==> config.mk <==
export PLATFORM = sky130hd
export DESIGN_NAME = msi_line_xlate
export DESIGN_NICKNAME = d
export VERILOG_FILES = /design/src/rtl/msi_xlate_pkg.sv /design/src/rtl/msi_access_decode.sv /design/src/rtl/msi_id_translate.sv /design/src/rtl/msi_pulse_bank.sv /design/src/rtl/msi_line_xlate.sv
export SDC_FILE = /design/constraint.sdc
export NUM_CORES = 1
export LEC_CHECK = 0
export ABC_AREA = 1
export BUFFER_PORTS_ARGS = -buffer_cell sky130_fd_sc_hd__buf_2
export CORE_MARGIN = 8
export CORE_UTILIZATION = 46
export CTS_CLUSTER_DIAMETER = 80
export DETAILED_ROUTE_END_ITERATION = 12
export PLACE_DENSITY = 0.91
export SYNTH_ARGS = -nofsm -noshare
export SYNTH_HDL_FRONTEND = slang
export SYNTH_SLANG_ARGS = --single-unit
export TNS_END_PERCENT = 1
==> constraint.sdc <==
create_clock -name clk -period 2.5 [get_ports clk]
set_input_delay 0.125 -clock clk [delete_from_list [all_inputs] [get_ports clk]]
set_output_delay 0.125 -clock clk [all_outputs]
set_load 0.02 [all_outputs]
==> src/rtl/msi_xlate_pkg.sv <==
// Package msi_xlate_pkg
// Shared offsets, constants and the read-select type for the doorbell
// translator. Assumes a 12-bit byte offset into a 4 KB frame.
package msi_xlate_pkg;

    localparam int          ADDR_W      = 12;
    localparam int          DATA_W      = 32;
    localparam int          ID_W        = 10;

    localparam logic [11:0] OFS_TYPE    = 12'h008;
    localparam logic [11:0] OFS_DOOR    = 12'h040;
    localparam logic [11:0] OFS_IDENT   = 12'hFCC;

    localparam logic [31:0] IDENT_WORD  = 32'h0510_0000;

    localparam logic [2:0]  SZ_HALF     = 3'd2;
    localparam logic [2:0]  SZ_WORD     = 3'd4;

    localparam int          LINES_MAX   = 128;
    localparam int          ID_CEILING  = 1020;
    localparam int          ID_SKEW     = 32;

    // Which word a read returns.
    typedef enum logic [1:0] {
        SEL_NONE  = 2'd0,
        SEL_TYPE  = 2'd1,
        SEL_IDENT = 2'd2,
        SEL_ZERO  = 2'd3
    } rd_sel_e;

endpackage

==> src/rtl/msi_access_decode.sv <==
// Module msi_access_decode
// Turns one bus access into a read selection and a doorbell-accept flag.
// Reads count only at 4 bytes, doorbell writes only at 2 or 4 bytes.
// Assumes the strobes are single-cycle and the offset is exact, with no
// masking of the low address bits.
module msi_access_decode
    import msi_xlate_pkg::*;
(
    input  logic [ADDR_W-1:0] addr,
    input  logic              rd,
    input  logic              wr,
    input  logic [2:0]        size,
    output rd_sel_e           rsel,
    output logic              door_wr
);

    logic rd_ok;
    logic wr_ok;

    // Check the access width for each direction.
    always_comb begin
        rd_ok = rd && (size == SZ_WORD);
        wr_ok = wr && ((size == SZ_WORD) || (size == SZ_HALF));
    end

    // Choose the word a read returns. Reserved and undefined offsets read zero.
    always_comb begin
        if (!rd_ok) begin
            rsel = SEL_NONE;
        end else if (addr == OFS_TYPE) begin
            rsel = SEL_TYPE;
        end else if (addr == OFS_IDENT) begin
            rsel = SEL_IDENT;
        end else begin
            rsel = SEL_ZERO;
        end
    end

    // Accept a doorbell only at its own offset.
    always_comb door_wr = wr_ok && (addr == OFS_DOOR);

endmodule

==> src/rtl/msi_id_translate.sv <==
// Module msi_id_translate
// Range-checks an absolute interrupt ID against the served window and gives
// the zero-based line index. Assumes the window fits below ID 1020, so
// 11-bit arithmetic cannot overflow.
module msi_id_translate
    import msi_xlate_pkg::*;
#(
    parameter int FIRST_ID  = 32,
    parameter int NUM_LINES = 64,
    localparam int IDX_W    = (NUM_LINES > 1) ? $clog2(NUM_LINES) : 1
) (
    input  logic             door_wr,
    input  logic [ID_W-1:0]  id,
    output logic             hit,
    output logic [IDX_W-1:0] idx
);

    localparam logic [ID_W:0] LO_ID   = (ID_W+1)'(FIRST_ID);
    localparam logic [ID_W:0] HI_EXCL = (ID_W+1)'(FIRST_ID + NUM_LINES);

    logic [ID_W:0] id_ext;

    // Extend the ID by one bit so the upper window bound can be compared.
    always_comb id_ext = {1'b0, id};

    // Accept only IDs inside [LO_ID, HI_EXCL).
    always_comb hit = door_wr && (id_ext >= LO_ID) && (id_ext < HI_EXCL);

    // Subtract the first served ID to get the line index.
    always_comb idx = IDX_W'(id_ext - LO_ID);

endmodule

==> src/rtl/msi_pulse_bank.sv <==
// Module msi_pulse_bank
// Holds one output register per interrupt line. The selected line is high for
// one cycle after an accepted doorbell, and every line is low otherwise.
// Assumes idx is below NUM_LINES whenever hit is set.
module msi_pulse_bank #(
    parameter int NUM_LINES = 64,
    localparam int IDX_W    = (NUM_LINES > 1) ? $clog2(NUM_LINES) : 1
) (
    input  logic                 clk,
    input  logic                 rst_n,
    input  logic                 hit,
    input  logic [IDX_W-1:0]     idx,
    output logic [NUM_LINES-1:0] pulse
);

    for (genvar g = 0; g < NUM_LINES; g++) begin : g_line
        // Register this line's single-cycle pulse.
        always_ff @(posedge clk) begin
            if (!rst_n) begin
                pulse[g] <= 1'b0;
            end else begin
                pulse[g] <= hit && (idx == IDX_W'(g));
            end
        end
    end

endmodule

==> src/rtl/msi_line_xlate.sv <==
// Module msi_line_xlate (top)
// A 4 KB register frame that turns doorbell writes carrying absolute
// interrupt IDs into single-cycle pulses on NUM_LINES wired outputs, and that
// reports the served window through a type register. Writes finish in one
// cycle with no back-pressure. Read data is registered and is zero in any
// cycle that does not follow a read strobe.
module msi_line_xlate
    import msi_xlate_pkg::*;
#(
    parameter int BASE_OFFSET = 0,
    parameter int NUM_LINES   = 64
) (
    input  logic                 clk,
    input  logic                 rst_n,
    input  logic [11:0]          bus_addr,
    input  logic                 bus_wr,
    input  logic                 bus_rd,
    input  logic [2:0]           bus_size,
    input  logic [31:0]          bus_wdata,
    output logic [31:0]          bus_rdata,
    output logic [NUM_LINES-1:0] irq_pulse
);

    localparam int          FIRST_ID  = BASE_OFFSET + ID_SKEW;
    localparam int          IDX_W     = (NUM_LINES > 1) ? $clog2(NUM_LINES) : 1;
    localparam logic [31:0] TYPE_WORD = {16'(FIRST_ID), 16'(NUM_LINES)};

    // Reject parameter sets that the frame cannot serve.
    if (NUM_LINES < 1 || NUM_LINES > LINES_MAX) begin : g_bad_count
        $error("msi_line_xlate: NUM_LINES must be within 1..128");
    end
    if (BASE_OFFSET < 0 || FIRST_ID + NUM_LINES > ID_CEILING) begin : g_bad_base
        $error("msi_line_xlate: served window passes interrupt ID 1020");
    end

    rd_sel_e          rsel;
    logic             door_wr;
    logic             hit;
    logic [IDX_W-1:0] idx;
    logic [31:0]      rd_word;
    logic             unused_wdata_hi;

    // Only the low ID_W bits carry the ID. The rest are dropped on purpose.
    always_comb unused_wdata_hi = ^bus_wdata[31:ID_W];

    msi_access_decode u_decode (
        .addr    (bus_addr),
        .rd      (bus_rd),
        .wr      (bus_wr),
        .size    (bus_size),
        .rsel    (rsel),
        .door_wr (door_wr)
    );

    msi_id_translate #(
        .FIRST_ID  (FIRST_ID),
        .NUM_LINES (NUM_LINES)
    ) u_xlate (
        .door_wr (door_wr),
        .id      (bus_wdata[ID_W-1:0]),
        .hit     (hit),
        .idx     (idx)
    );

    msi_pulse_bank #(
        .NUM_LINES (NUM_LINES)
    ) u_pulse (
        .clk   (clk),
        .rst_n (rst_n),
        .hit   (hit),
        .idx   (idx),
        .pulse (irq_pulse)
    );

    // Build the read word from the selection.
    always_comb begin
        unique case (rsel)
            SEL_TYPE:  rd_word = TYPE_WORD;
            SEL_IDENT: rd_word = IDENT_WORD;
            default:   rd_word = '0;
        endcase
    end

    // Register read data for one cycle. It is zero when no read was made.
    always_ff @(posedge clk) begin
        if (!rst_n) begin
            bus_rdata <= '0;
        end else begin
            bus_rdata <= rd_word;
        end
    end

endmodule

==> results.json, run 1 <==
{
  "via_per_inst": 4.36,
  "fin_area_mm2": 0.00303,
  "postCtsSetupBuffers": 0,
  "syn_area_mm2": 0.00243,
  "cts_tree": "done",
  "ys_seq_area_frac": 0.543,
  "grt_pass1_vias": 2124,
  "die_w_um": 88.7,
  "cp.arrival_ns": 1.46,
  "final_nets": 458,
  "seqCellArea_mm2": 0.00132,
  "drt_iter0_drc": 77,
  "clk_pin_slew_ns": 0.06,
  "yosysTopAreaCell": "dfxtp_1",
  "critPathKind": "input pin to flip-flop",
  "h-tree-depth": 3,
  "min_period_ns": 1.21,
  "ys_ff_latch": 66,
  "ios": 147,
  "wl_mm": 6.06,
  "switching_share": 0.225,
  "max-clock-path-buffers": 2,
  "final_core_util": 0.594,
  "dp_hpwl_mm": 4.36,
  "nFillCells": 497,
  "rsz0062_at_grt": "no",
  "ctsHoldBuffers": 0,
  "fp.dieH_um": 88.7,
  "power.internal_mw": 1.58,
  "ctsResizeCount": 0,
  "ys_warn_count": 0,
  "holdCritPathClass": "input pin to flip-flop",
  "final_antenna_net_count": 0,
  "numPortBuffers": 97,
  "powerDensity_mw_per_mm2": 673,
  "antenna_cells": 0,
  "cts.sinks": 66,
  "preCtsSetupSlack_ns": 0.940,
  "grt_first_pass_wirelength_mm": 9.52,
  "timing.fmax_ghz": 0.827,
  "gp_congestion": 0.722,
  "fin_crit_sh": 0.484,
  "wl_per_cell_um": 12.6,
  "overflow": 0,
  "rows": 26,
  "slew_violations": 0,
  "drc": 0,
  "setup_viol": 0,
  "synthDominantCellAreaShare": 0.543,
  "yosys-top-cells-area": "dfxtp_1, nor2_1, nand2_1",
  "end_kind": "flip-flop",
  "cp-start-kind": "input pin",
  "syn_area_per_cell_um2": 7.80,
  "drive_above_1_share": 0.290,
  "start_util": 0.476,
  "slew_headroom": 0.281,
  "fin_ws_ns": 1.29,
  "critPathRequiredTime_ns": 2.75,
  "core_area_mm2": 0.00511,
  "dr.pass1.iters": 4,
  "setup_tns_ns": 0,
  "synthDistinctLibCells": 17,
  "vias": 2093,
  "clockPowerShare": 0.424,
  "placed_cell_area_mm2": 0.00284,
  "grt_max_degree": 65,
  "final-hold-violation-count": 0,
  "vdd_drop_max_v": 0.000275,
  "worst_pin_slew_ns": 1.07,
  "cellLeakagePower_nw": 1.44,
  "path_max_fanout": 16,
  "p_seq_frac": 0.515,
  "syn_inst": 312,
  "grtUsageTotal": 0.159,
  "combinationalPowerShare": 0.061,
  "clockRootBuffer": "clkbuf_8",
  "area_growth_pct": 24.6,
  "dieArea_mm2": 0.00787,
  "cts_buffers": 9,
  "switching_power_uw": 459,
  "multi_input_area_um2": 875,
  "drv_cap": 0,
  "grt_antenna_before_repair": 0,
  "status": "finished clean"
}
routing by layer:
| metal | vias to the layer above | routed length (µm) | track usage |
|---|---|---|---|
| met5 | - | 0 | 0 |
| met4 | 0 | 55 | 0.0722 |
| met3 | 5 | 541 | 0.0474 |
| met2 | 91 | 2960 | 0.268 |
| met1 | 932 | 2500 | 0.178 |
| li1 | 1065 | - | - |
cell usage after synthesis, drive strengths merged:
library cell	n
nand3b	1
nand4	3
buf	39
conb	1
nand2	82
dfxtp	66
nand3	2
inv	17
o21ai	2
and2	1
nor3	6
clkbuf	1
nor2	91
worst max-delay path, stage by stage:
cell and delay (ns):
buf_2 0.09, inv_1 0.13, nor3_2 0.84, nand2_1 0.13, nor2_1 0.15
final timing paths:
path / from / end / slack [ns] / cells past startpoint
setup / recovery: rst_n / u_pulse.pulse[47] / 1.29 / 5
hold / removal: bus_addr[2] / bus_rdata[21] / 0.1 / 4
layout by cell type (no fill, tap or decap), drive strengths merged:
master   n
nand3    2
inv     17
clkinv   2
buf     98
dfxtp   66
bufinv   1
nor3     6
o21ai    2
clkbuf  11
and2     1
conb    27
nand4    3
nand3b   1
nor2    91
nand2   82
cell families (layout without fill, tap and decap cells):
family,Yosys count,in the layout,synth area share
AOI/OAI and AO/OA,2,2,0.00411
buffers and inverters,57,129,0.139
DFF,66,66,0.543
other,1,27,0.00154
and+or+nand+nor,186,186,0.313
stage by stage:
step,power [mW],hold WS (ns),instances
5_1_grt,2.14,0.106,480
4_1_cts,2.06,0.0797,480
2_1_floorplan,1.19,0.290,338
3_3_place_gp,1.19,0.424,466
6_report,2.04,0.0998,480
3_5_place_dp,1.20,0.433,466
cell type report:
cell class | instances | area share
well taps | 70 | 0.0289
multi-input cells | 215 | 0.288
inverters | 17 | 0.0210
repair buffers | 98 | 0.163
flip-flops and latches | 66 | 0.436
clock inverters | 3 | 0.0132
clock buffers | 11 | 0.0499
registers in the layout (all words and copies together) (netlist names):
name / flops
u_pulse.pulse: 64
bus_rdata: 2
power by group through the flow:
stage	Clock (mW)	Sequential [mW]	Combinational (mW)
6_report	0.866	1.05	0.123
5_1_grt	0.947	1.05	0.138
4_1_cts	0.883	1.05	0.121
3_5_place_dp	0	1.07	0.121
3_3_place_gp	0	1.07	0.118
2_1_floorplan	0	1.07	0.114
Note: power is estimated with default switching activity, not from simulation.
==> run 2: changes to the inputs <==
CORE_UTILIZATION = 43   (was 46)
PLACE_DENSITY = 0.86   (was 0.91)
clock period = 1.15 ns   (was 2.5 ns; I/O delays follow)
==> run 2 against run 1 <==
The flow now finishes with violations (negative hold slack). Worst hold slack worse by 0.10 ns. First-iteration DRC count is 25% higher. Non-clock buffer count is 6 higher. Critical path type unchanged. Worst setup slack worse by 1.3 ns. Global-route usage is 0.87 points lower. Sequential power is 120% higher. Combinational power is 130% higher. Flip-flop and latch count stayed put. Wire length is 1.6% lower. Largest cell class unchanged. Utilization is 2.4 points lower. Largest power group unchanged. Highest routed layer unchanged. Critical path depth stayed put. Via count is 0.76% higher. Critical endpoint is now bus_rdata[24].
==> results.json, run 2 (synthesis results as in run 1) <==
{
  "hold_start": "rst_n",
  "drv_cap": 0,
  "rsz0062_at_grt": "no",
  "crit_cells": 5,
  "cts.sinks": 66,
  "layout_commonest_cell": "buf_2",
  "critPathRequiredTime_ns": 1.38,
  "path_max_fanout": 2,
  "preCtsSetupSlack_ns": 0.0899,
  "crit_top_cell": "dlygate4sd3_1",
  "final_cell_mix": "buf_2, nor2_1, nand2_1",
  "numPortBuffers": 97,
  "violations": "negative hold slack",
  "slew_violations": 0,
  "via_per_inst": 4.30,
  "final_antenna_net_count": 0,
  "status": "finished, violations left",
  "drt_iter0_drc": 96,
  "final_nets": 464,
  "setup_tns_ns": 0,
  "wl_mm": 5.96,
  "hold_path_depth": 3,
  "holdCritPathClass": "input pin to flip-flop",
  "crit_slowest_cell": "dlygate4sd3_1",
  "grt_pass1_vias": 2194,
  "dp_hpwl_mm": 4.40,
  "clk_pin_slew_ns": 0.07,
  "nFillCells": 523,
  "grt_antenna_before_repair": 0,
  "grt_first_pass_wirelength_mm": 9.99,
  "area_growth_pct": 28.1,
  "fin_ws_ns": 0.0232,
  "grt_max_degree": 65,
  "fp.dieH_um": 91.2,
  "fin_crit_sh": 0.980,
  "timing.fmax_ghz": 0.887,
  "largest_reg_flops": 64,
  "ios": 147,
  "rows": 27,
  "p_total_mw": 4.44,
  "min_period_ns": 1.13,
  "overflow": 0,
  "cellLeakagePower_nw": 1.48,
  "critPathLaunch": "bus_rd",
  "setup_viol": 0,
  "max-clock-path-buffers": 2,
  "core_area_mm2": 0.00547,
  "drive_above_1_share": 0.299,
  "start_util": 0.445,
  "reg_top3": "u_pulse.pulse: 64 flops, bus_rdata: 2 flops",
  "crit_family": "buffers and inverters",
  "dr.pass1.iters": 4,
  "crit_chain": "dlygate4sd3_1 > buf_2 > nand3_2 > nor2_1 > dlygate4sd3_1",
  "vdd_drop_max_v": 0.000635,
  "hold_ws_ns": -0.00187,
  "drc": 0,
  "dieArea_mm2": 0.00832,
  "vias": 2109,
  "cp.arrival_ns": 1.35,
  "path_buf_inv": 3,
  "top_register": "u_pulse.pulse",
  "clockRootBuffer": "clkbuf_8",
  "powerDensity_mw_per_mm2": 1420,
  "end_kind": "flip-flop",
  "cts_buffers": 9,
  "wl_per_cell_um": 12.2,
  "antenna_cells": 0,
  "cts_tree": "done",
  "final-hold-violation-count": 1,
  "ctsHoldBuffers": 3,
  "cp-start-kind": "input pin",
  "h-tree-depth": 3,
  "gp_congestion": 0.765,
  "critPathMaxStageDelay_ns": 0.53,
  "grtUsageTotal": 0.150,
  "die_w_um": 91.2,
  "critPathKind": "input pin to flip-flop"
}
run 2: cell count changes in the layout (fill, tap and decap cells not counted), sizes merged:
cell	delta
dlygate4sd3	+2
buf	+4
clkinv	+2
run 2: per-stage QoR:
step | std cells | area (µm²) | hold WS [ns] | util
detailed placement | 472 | 2900 | 0.344 | 0.529
finish | 490 | 3120 | -0.00187 | 0.570
floorplan | 338 | 2530 | 0.222 | -
global route | 490 | 3120 | -0.00294 | 0.570
CTS | 491 | 3120 | 0.158 | 0.571
global placement | 472 | 2900 | 0.341 | 0.529
run 2: final timing paths:
check / to / slack, ns
max: bus_rdata[24] / 0.02
min: bus_rdata[21] / -0.002
run 2: timing repair:
| action | CTS | global route |
|---|---|---|
| buffers inserted | 0 | 0 |
| endpoints found under the hold margin | 2 | 1 |
| resized for setup | 0 | 1 |
| endpoints found under the setup margin | 0 | 2 |
run 2: per-layer routing:
layer	vias to the layer above	routed length, µm	GRT usage
met5	-	0	0
met4	0	111	0.0614
met3	13	649	0.0864
met2	105	2730	0.239
met1	913	2460	0.160
li1	1078	-	-
run 2: layout make-up:
cell class	count	area [µm²]	area share
tap	72	90.1	0.0289
sequential	66	1320	0.424
timing repair buffer	104	568	0.182
clock inverter	5	53.8	0.0173
multi-input combinational	215	880	0.282
inverter	17	63.8	0.0205
clock buffer	11	141	0.0453
run 2: report_power, final:
part	total [mW]	switching, mW	internal (mW)
clock network	1.87	0.818	1.05
logic	0.284	0.208	0.0761
registers	2.29	0.000000578	2.29
